## src/rtl/pm_pkg.sv

```systemverilog
package pm_pkg;

    typedef enum logic [1:0] {
        PIN_FS   = 2'd0,
        PIN_SUSP = 2'd1,
        PIN_OE   = 2'd2,
        PIN_SHUT = 2'd3
    } pin_mode_e;

    typedef enum logic {
        PM_ACTIVE   = 1'b0,
        PM_SHUTDOWN = 1'b1
    } pm_state_e;

    typedef enum logic [1:0] {
        LK_OFF   = 2'd0,
        LK_WAIT  = 2'd1,
        LK_READY = 2'd2
    } lk_state_e;

endpackage

```

## src/rtl/pm_sync2.sv

```systemverilog
module pm_sync2 #(
    parameter logic RST_VAL = 1'b1
) (
    input  logic clk,
    input  logic rst_n,
    input  logic din,
    output logic dout
);

    logic stage1;

    always_ff @(posedge clk or negedge rst_n) begin
        if (!rst_n) begin
            stage1 <= RST_VAL;
            dout   <= RST_VAL;
        end else begin
            stage1 <= din;
            dout   <= stage1;
        end
    end

endmodule

```

## src/rtl/pm_mask_chk.sv

```systemverilog
module pm_mask_chk #(
    parameter int NPLL  = 3,
    parameter int NOUT  = 3,
    parameter int SEL_W = 2
) (
    input  logic [NPLL-1:0]       susp_pll,
    input  logic [NOUT-1:0]       susp_out,
    input  logic [NOUT*SEL_W-1:0] route,
    output logic                  err
);

    // An output fed by a suspended PLL must itself be suspended.
    always_comb begin
        err = 1'b0;
        for (int j = 0; j < NOUT; j++) begin
            for (int k = 0; k < NPLL; k++) begin
                if (route[j*SEL_W +: SEL_W] == SEL_W'(k + 1)
                    && susp_pll[k] && !susp_out[j]) begin
                    err = 1'b1;
                end
            end
        end
    end

endmodule

```

## src/rtl/pm_lock_tmr.sv

```systemverilog
module pm_lock_tmr
    import pm_pkg::*;
#(
    parameter int LOCK_W = 16
) (
    input  logic              clk,
    input  logic              rst_n,
    input  logic              run,
    input  logic [LOCK_W-1:0] wait_cnt,
    output logic              ready
);

    lk_state_e         st, st_nxt;
    logic [LOCK_W-1:0] cnt, cnt_nxt;

    always_ff @(posedge clk or negedge rst_n) begin
        if (!rst_n) begin
            st  <= LK_OFF;
            cnt <= '0;
        end else begin
            st  <= st_nxt;
            cnt <= cnt_nxt;
        end
    end

    always_comb begin
        st_nxt  = st;
        cnt_nxt = cnt;
        unique case (st)
            LK_OFF: begin
                cnt_nxt = '0;
                if (run) begin
                    if (wait_cnt == '0) begin
                        st_nxt = LK_READY;
                    end else begin
                        st_nxt  = LK_WAIT;
                        cnt_nxt = LOCK_W'(1);
                    end
                end
            end
            LK_WAIT: begin
                if (!run) begin
                    st_nxt = LK_OFF;
                end else if (cnt >= wait_cnt) begin
                    st_nxt = LK_READY;
                end else begin
                    cnt_nxt = cnt + LOCK_W'(1);
                end
            end
            LK_READY: begin
                if (!run) st_nxt = LK_OFF;
            end
            default: st_nxt = LK_OFF;
        endcase
    end

    always_comb begin
        ready = (st == LK_READY);
    end

    // readiness only ever follows a running PLL
    a_r8_ready_needs_run: assert property (@(posedge clk) disable iff (!rst_n)
        ready |-> $past(run));

    // stopping the PLL clears readiness one edge later
    a_r8_stop_clears: assert property (@(posedge clk) disable iff (!rst_n)
        !run |=> !ready);

endmodule

```

## src/rtl/pm_ctl_pin.sv

```systemverilog
module pm_ctl_pin
    import pm_pkg::*;
#(
    parameter  int NPLL   = 3,
    parameter  int NOUT   = 3,
    parameter  int LOCK_W = 16,
    localparam int SEL_W  = $clog2(NPLL + 1)
) (
    input  logic                  clk,
    input  logic                  rst_n,
    input  logic                  ctl_pin,
    input  logic [1:0]            cfg_mode,
    input  logic                  cfg_fs_susp,
    input  logic [NPLL-1:0]       cfg_susp_pll,
    input  logic [NOUT-1:0]       cfg_susp_out,
    input  logic [NOUT*SEL_W-1:0] cfg_route,
    input  logic [LOCK_W-1:0]     cfg_lock_wait,
    output logic [NOUT-1:0]       out_en,
    output logic [NPLL-1:0]       pll_run,
    output logic                  osc_en,
    output logic                  cnt_en,
    output logic                  fs_sel,
    output logic [NPLL-1:0]       pll_ready,
    output logic                  cfg_err
);

    pin_mode_e       mode;
    pm_state_e       st, st_nxt;
    logic            pin_s;
    logic            mask_err;
    logic            shut_req, oe_low, susp_req, pm_on;
    logic [NPLL-1:0] run_v, rdy_v;
    logic [NOUT-1:0] src_rdy;

    assign mode = pin_mode_e'(cfg_mode);

    pm_sync2 #(.RST_VAL(1'b1)) u_sync (
        .clk  (clk),
        .rst_n(rst_n),
        .din  (ctl_pin),
        .dout (pin_s)
    );

    pm_mask_chk #(.NPLL(NPLL), .NOUT(NOUT), .SEL_W(SEL_W)) u_chk (
        .susp_pll(cfg_susp_pll),
        .susp_out(cfg_susp_out),
        .route   (cfg_route),
        .err     (mask_err)
    );

    // Pin role decode
    always_comb begin
        shut_req = (mode == PIN_SHUT) && !pin_s;
        oe_low   = (mode == PIN_OE) && !pin_s;
        susp_req = ((mode == PIN_SUSP) || ((mode == PIN_FS) && cfg_fs_susp))
                   && !pin_s && !mask_err;
    end

    // Power state register
    always_ff @(posedge clk or negedge rst_n) begin
        if (!rst_n) st <= PM_ACTIVE;
        else        st <= st_nxt;
    end

    always_comb begin
        st_nxt = st;
        unique case (st)
            PM_ACTIVE:   if (shut_req)  st_nxt = PM_SHUTDOWN;
            PM_SHUTDOWN: if (!shut_req) st_nxt = PM_ACTIVE;
            default:     st_nxt = PM_ACTIVE;
        endcase
    end

    // One lock timer per PLL
    for (genvar i = 0; i < NPLL; i++) begin : g_lock
        pm_lock_tmr #(.LOCK_W(LOCK_W)) u_lk (
            .clk     (clk),
            .rst_n   (rst_n),
            .run     (run_v[i]),
            .wait_cnt(cfg_lock_wait),
            .ready   (rdy_v[i])
        );
    end

    // Outputs
    always_comb begin
        pm_on  = (st == PM_ACTIVE);
        osc_en = pm_on;
        cnt_en = pm_on;
        fs_sel = (mode == PIN_FS) && pin_s;
        for (int i = 0; i < NPLL; i++) begin
            run_v[i] = pm_on && !(susp_req && cfg_susp_pll[i]);
        end
        for (int j = 0; j < NOUT; j++) begin
            src_rdy[j] = 1'b1;
            for (int k = 0; k < NPLL; k++) begin
                if (cfg_route[j*SEL_W +: SEL_W] == SEL_W'(k + 1)) src_rdy[j] = rdy_v[k];
            end
            out_en[j] = pm_on && !oe_low && !(susp_req && cfg_susp_out[j]) && src_rdy[j];
        end
    end

    assign pll_run   = run_v;
    assign pll_ready = rdy_v;
    assign cfg_err   = mask_err;

    // a held shutdown leaves no PLL ready
    a_r4_ready_clears: assert property (@(posedge clk) disable iff (!rst_n)
        (st == PM_SHUTDOWN) |=> (st != PM_SHUTDOWN || pll_ready == '0));

    // a flagged mask never stops a PLL
    a_r7_err_keeps_plls: assert property (@(posedge clk) disable iff (!rst_n)
        (cfg_err && st == PM_ACTIVE) |-> (&pll_run));

    // output-enable mode leaves the PLLs running
    a_r3_oe_keeps_plls: assert property (@(posedge clk) disable iff (!rst_n)
        (mode == PIN_OE && st == PM_ACTIVE) |-> (&pll_run));

    // an enabled output never comes from an unready PLL
    for (genvar j = 0; j < NOUT; j++) begin : g_chk_out
        for (genvar k = 0; k < NPLL; k++) begin : g_chk_src
            a_r9_src_ready: assert property (@(posedge clk) disable iff (!rst_n)
                (cfg_route[j*SEL_W +: SEL_W] == SEL_W'(k + 1) && out_en[j]) |-> pll_ready[k]);
        end
    end

endmodule

```

## config.mk

```make
export PLATFORM = sky130hd
export DESIGN_NAME = pm_ctl_pin
export DESIGN_NICKNAME = d
export VERILOG_FILES = /design/src/rtl/pm_pkg.sv /design/src/rtl/pm_sync2.sv /design/src/rtl/pm_mask_chk.sv /design/src/rtl/pm_lock_tmr.sv /design/src/rtl/pm_ctl_pin.sv
export SDC_FILE = /design/constraint.sdc
export NUM_CORES = 1
export LEC_CHECK = 0
export BUFFER_PORTS_ARGS = -buffer_cell sky130_fd_sc_hd__buf_2
export CORE_UTILIZATION = 52
export CTS_BUF_LIST = sky130_fd_sc_hd__clkbuf_8
export DETAILED_ROUTE_END_ITERATION = 16
export GPL_TIMING_DRIVEN = 0
export PLACE_DENSITY = 0.77
export SLEW_MARGIN = 20
export SYNTH_ARGS = -nofsm -noshare
export SYNTH_HDL_FRONTEND = slang
export SYNTH_SLANG_ARGS = --single-unit
export TNS_END_PERCENT = 1
```

## constraint.sdc

```tcl
create_clock -name clk -period 2.8 [get_ports clk]
set_input_delay 0.56 -clock clk [delete_from_list [all_inputs] [get_ports clk]]
set_output_delay 0.56 -clock clk [all_outputs]
set_load 0.01 [all_outputs]
```

==> flow_summary.yaml, run 1 <==
cells_and_area:
  fill_cells: 737
  antenna_cells: 0
  drive_above_1_share_pct: 19.3
  area_growth_pct: 15.7
  layout.nets: 676
clock_tree:
  htreeDepth: 3
  cts_root_buffer: "clkbuf_8"
  cts_tree: "yes"
  cts_max_path_buffers: 2
  cts.sinks: 57
  clkTransAtPathRegs_ns: 0.07
  cts_buffers: 9
  clk_latency_ns: 0.35
  cts_hold_repair.buffers: 0
synth:
  synth_most_common_cell: "dfrtp_1"
  yosys-top-cells-area: "dfrtp_1 (30%), ha_1 (14%), a21oi_1 (5.5%)"
  syn_area_um2: 4630
  synth_top_area_cell: "dfrtp_1"
  async_reset_ff_share_pct: 100
  synth_seq_cells: 57
  ys.flop_type: "dfrtp_1"
  synth_warnings: 0
  synth-edff-count: 0
  syn_inst: 527
  ys_seq_area_share_pct: 30.9
  synth_cell_types: 69
  synth_nets: 612
  synth_top_area_share_pct: 29.8
  syn_area_per_cell_um2: 8.78
  synth_top_cells_by_count: "dfrtp_1 (55), a21oi_1 (51), ha_1 (51)"
grt:
  grt_max_degree: 58
  grt_pass1_vias: 4017
  grt_overflow: 0
  antenna_found_initial: 0
  grt.total_usage_pct: 27.6
  grt_pass1_wl_mm: 19.4
run:
  maxCapViolations: 0
routing:
  antenna_left: 0
  vias: 4474
  routedWlPerCell_um: 17.7
  drc: 0
  drtPass1Iterations: 4
  viasPerCell: 6.36
  drt-total-wl_mm: 12.5
  drt_iter0_markers: 198
power:
  p_leak_nw: 2.50
  p_sw_share_pct: 34.3
  clockPowerShare_pct: 33.1
  internal_power_mw: 1.79
  ir_worst_vdd_mv: 0.304
  pwr_density_cell_nw_per_um2: 509
  combPwrFrac_pct: 29.3
  seq_power_share_pct: 37.6
  switchingPower_uw: 935
critical_path:
  reg2reg_depth: 9
  path_max_fanout: 7
  crit_required_ns: 2.24
  worstSetupStartpointType: "primary input"
  cpMostUsedCell: "buf_2"
  end_kind: "output pin"
  worstSetupPathType: "in2out"
  max_stage_delay_ns: 0.38
  cp_slowest_cell: "a311oi_4"
  worstPathCellList: "buf_2 -> and4bb_1 -> a311oi_4 -> nand3_4 -> nor4_4 -> a21o_4 -> inv_6 -> buf_4 -> buf_2"
  worst_ep_arrival_time_ns: 2.24
die:
  die_w_um: 96.3
  die_area_um2: 9280
  start_util_pct: 53.3
  pin_count: 47
  core-area_um2: 8680
  rows: 34
  die_y_um: 96.3
timing:
  final_hold_viol_count: 0
  setup_slack_ns: -0.000308
  rsz0062_at_grt: "true"
  skew_ns: 0.0108
  finalSetupViolCount: 1
  whs_ns: 0.272
  timing.fmax_mhz: 357
  finalCritPeriodShare_pct: 100
  finalMaxSlewViolations: 0
  period_needed_ns: 2.80
  finalSetupTns_ns: -0.000308
  tightest_slew_ns: 0.733
  slew-limit-headroom_pct: 51.2
placed_design:
  hpwl_mm: 8.98
  gp_congestion: 0.923
  io_buffer_count: 46
  pre_cts_ws_ns: -0.347
min_path:
  hold_path.class: "in2async"
run_status:
  violations: "negative setup slack"
  status: "complete, but fails checks"
## cell families after synthesis
logic type                 share of synthesized area, %
and+or+nand+nor                                    25.1
AOI/OAI and AO/OA                                  21.7
buffers and inverters                              6.09
DFF                                                30.9
adders and majority gates                          13.8
muxes                                              1.68
xor gates and xnor gates                          0.758
## power by group through the flow
stage / sequential [mW] / combinational (mW) / clock, mW
after global routing: 1.04 / 0.890 / 0.947
after CTS: 1.02 / 0.732 / 0.912
after floorplan: 0.996 / 0.523 / 0
final: 1.02 / 0.797 / 0.902
after global placement: 1.02 / 0.687 / 0
after detailed placement: 1.03 / 0.724 / 0
## final timing paths
check | startpoint | to | slack (ns)
worst min register to register | u_sync.stage1 | u_sync.dout | 0.36
min in group clk | ctl_pin | u_sync.stage1 | 0.32
worst max register to register | g_lock[2].u_lk.cnt[0] | g_lock[2].u_lk.cnt[8] | 0.13
worst max-delay path | cfg_route[2] | pll_run[1] | -0.0003
max in group asynchronous | rst_n | g_lock[0].u_lk.cnt[0] | 2.01
worst min-delay path | rst_n | g_lock[1].u_lk.cnt[15] | 0.27
## through the flow
stage	util, %	cell area [um2]	power, mW	std cells
detailed placement	57.5	4990	1.75	681
CTS	60.4	5240	2.66	698
global placement	57.5	4990	1.71	681
floorplan	-	4630	1.52	527
finish	61.7	5350	2.72	704
global route	61.7	5350	2.87	704
## registers in the layout, summed over array words and instances (netlist names)
register / flops
g_lock.u_lk.cnt: 48
u_sync.stage1: 1
u_sync.dout: 1
st: 1
g_lock.u_lk.st: 6
## critical path, delay by kind of cell
kind	cells	cell delay, ns
simple gates	3	0.65
compound gates	2	0.58
buf+inv	4	0.45
## layer usage
metal  global-route usage, %  up-vias  wire length, um
li1                        -     2120                -
met1                    35.7     2165             5510
met2                    46.2      160             5930
met3                    4.74       29              764
met4                    10.3        0              265
met5                       0        -                0
## timing repair
action | 4_1_cts | 5_1_grt
endpoints found under the setup margin | 18 | 42
pin swaps | 3 | 6
gates resized for setup | 3 | 14
setup buffers | 1 | 6
## cells in the final DEF (no fill, tap or decap), types with 3 or more instances in the layout
cell / count
dfrtp_1: 54
ha_1: 51
a21oi_1: 50
buf_2: 45
nand2_1: 41
inv_1: 37
o21ai_0: 27
nor2_1: 22
nand3_1: 21
nand4_1: 19
buf_4: 16
or4_1: 14
clkbuf_1: 13
o31ai_1: 12
nand2b_1: 11
and3_1: 11
clkbuf_8: 11
or3_1: 9
and2_1: 7
and4_1: 7
o21ai_1: 6
a31oi_1: 5
nor4b_1: 5
nor4_1: 5
a31o_2: 5
a211oi_1: 5
mux2i_1: 4
nor3_1: 4
xnor2_1: 3
nor2b_1: 3
a21o_1: 3
nand4b_1: 3
## cell type report
type	instances	area, um2	share of cell area (%)
tap	108	135	2.52
clock inverter	5	77.6	1.45
sequential	57	1430	26.7
inverter	38	148	2.76
multi-input combinational	407	2990	55.8
timing repair buffer	53	285	5.33
buffer	25	140	2.62
clock buffer	11	151	2.83
Power figures use the tool's default switching activity.
==> run 2, diff against run 1 <==
--- a/config.mk
+++ b/config.mk
@@ -6,6 +6,7 @@
 export NUM_CORES = 1
 export LEC_CHECK = 0
 export BUFFER_PORTS_ARGS = -buffer_cell sky130_fd_sc_hd__buf_2
+export CORE_MARGIN = 5
 export CORE_UTILIZATION = 52
 export CTS_BUF_LIST = sky130_fd_sc_hd__clkbuf_8
 export DETAILED_ROUTE_END_ITERATION = 16
==> run 2 against run 1 <==
  * The flow now finishes without violations
  * Clock skew rose by 0.0030 ns
  * Setup slack gained 0.033 ns
  * Clock power down 6.5%
  * Routed wire length increased by 1.2%
  * Global-route usage down 4.4 points
  * Via count is 0.36% lower
  * Worst hold slack worse by 0.015 ns
  * Utilization down 0.48 points
  * Critical path type unchanged
  * Largest power group unchanged
==> flow_summary.yaml, run 2 (synthesized netlist as in run 1, its figures left out) <==
run_status:
  status: "complete, no violations"
die:
  die_y_um: 104
  core-area_um2: 8680
  die_w_um: 104
  rows: 34
  start_util_pct: 53.3
  pin_count: 47
  die_area_um2: 10900
timing:
  period_needed_ns: 2.77
  skew_ns: 0.0138
  timing.fmax_mhz: 361
  finalMaxSlewViolations: 0
  tightest_slew_ns: 0.743
  rsz0062_at_grt: "true"
  slew-limit-headroom_pct: 50.5
  finalSetupViolCount: 0
  final_hold_viol_count: 0
  finalCritPeriodShare_pct: 98.8
placed_design:
  hpwl_mm: 9.33
  dpl-instance-area_um2: 4990
  io_buffer_count: 46
  gp_congestion: 0.920
critical_path:
  worstPathCellList: "buf_4 -> mux2_4 -> a311oi_4 -> nand3_4 -> nor4_4 -> a21o_4 -> inv_6 -> buf_4 -> buf_2"
  crit_family: "compound AO/OA/AOI/OAI gates"
  max_stage_delay_ns: 0.31
  worstSetupStartpointType: "primary input"
  path_max_fanout: 7
  worstSetupPathType: "in2out"
  cp_slowest_cell: "nor4_4"
  end_kind: "output pin"
  cpMostUsedCell: "buf_4"
  crit_required_ns: 2.24
  cp.buffers_inverters: 4
  worst_ep_arrival_time_ns: 2.21
cells_and_area:
  area_growth_pct: 14.8
  layout_commonest_cell: "dfrtp_1"
  layout.nets: 676
  fill_cells: 743
  largest_reg_flops: 48
  reg_top3: "g_lock.u_lk.cnt (48), g_lock.u_lk.st (6)"
  multi_input_area_um2: 2960
  layout_common_cells: "dfrtp_1 (54), ha_1 (51), a21oi_1 (50)"
  antenna_cells: 0
  drive_above_1_share_pct: 18.6
  top_register: "g_lock.u_lk.cnt"
  regArea_um2: 1430
  final_cell_area_um2: 5310
routing:
  viasPerCell: 6.33
  antenna_left: 0
  drc: 0
  drtPass1Iterations: 5
  drt_iter0_markers: 205
  drt-total-wl_mm: 12.6
  vias: 4458
  routedWlPerCell_um: 17.9
power:
  clockPowerShare_pct: 31.8
  ir_worst_vdd_mv: 0.285
  switchingPower_uw: 926
  pwr_density_cell_nw_per_um2: 499
  p_leak_nw: 2.49
  total_power_mw: 2.65
  internal_power_mw: 1.72
  seq_power_share_pct: 38.3
  combPwrFrac_pct: 29.8
  p_sw_share_pct: 35.0
grt:
  antenna_found_initial: 0
  grt_pass1_vias: 4322
  grt.total_usage_pct: 23.3
  grt_pass1_wl_mm: 21.0
  grt_overflow: 0
  grt_max_degree: 58
clock_tree:
  cts_tree: "yes"
  cts_root_buffer: "clkbuf_8"
  cts_buffers: 9
  cts_max_path_buffers: 2
  clkTransAtPathRegs_ns: 0.08
  htreeDepth: 3
  cts.sinks: 57
  clk_latency_ns: 0.36
min_path:
  hold_path.class: "in2async"
run:
  maxCapViolations: 0
[run 2: worst paths after layout]
kind	start	end	slack [ns]	cells past startpoint
max	cfg_route[3]	pll_run[1]	0.03	9
min	rst_n	g_lock[1].u_lk.cnt[11]	0.26	1
max reg2reg	g_lock[2].u_lk.cnt[0]	g_lock[2].u_lk.cnt[12]	0.12	10
min reg2reg	u_sync.stage1	u_sync.dout	0.36	0
max in group asynchronous	rst_n	g_lock[0].u_lk.cnt[0]	2.01	1
min in group clk	ctl_pin	u_sync.stage1	0.30	1
[run 2: final cells by class]
| cell class | instances | area share, % |
|---|---|---|
| clock buffer | 9 | 2.33 |
| buffer | 25 | 2.64 |
| inverter | 38 | 2.78 |
| sequential | 57 | 26.9 |
| multi-input combinational | 407 | 55.7 |
| clock inverter | 7 | 1.63 |
| tap | 108 | 2.54 |
| timing repair buffer | 53 | 5.42 |
[run 2: repair_timing]
item                                    4_1_cts  5_1_grt
hold buffers                                  0        0
resized for setup                             6       12
setup buffers                                 3        4
endpoints found under the setup margin       21       32
pin swaps                                     6        4
[run 2: metal layers]
metal	vias up	GRT usage [%]	part of all wire, %
met5	-	0	0
met4	0	9.53	2.7
met3	28	4.78	7.0
met2	151	37.9	48
met1	2150	30.0	43
li1	2129	-	-
[run 2: stage by stage]
stage	hold WS, ns	util [%]	std cells	worst slack (ns)	TNS [ns]
after floorplan	0.264	-	527	0.156	0
final	0.257	61.2	704	0.0322	0
after detailed placement	0.353	57.5	681	-0.484	-8.97
after global placement	0.346	57.5	681	-0.389	-6.69
after CTS	0.289	60.5	700	-0.00187	-0.00187
after global routing	0.314	61.2	704	-0.0436	-0.171
[run 2: power by group through the flow]
stage,clock (mW),sequential [mW],combinational (mW)
2_1_floorplan,0,0.996,0.523
3_3_place_gp,0,1.02,0.695
3_5_place_dp,0,1.03,0.736
4_1_cts,0.857,1.01,0.756
5_1_grt,0.896,1.03,0.903
6_report,0.843,1.01,0.790
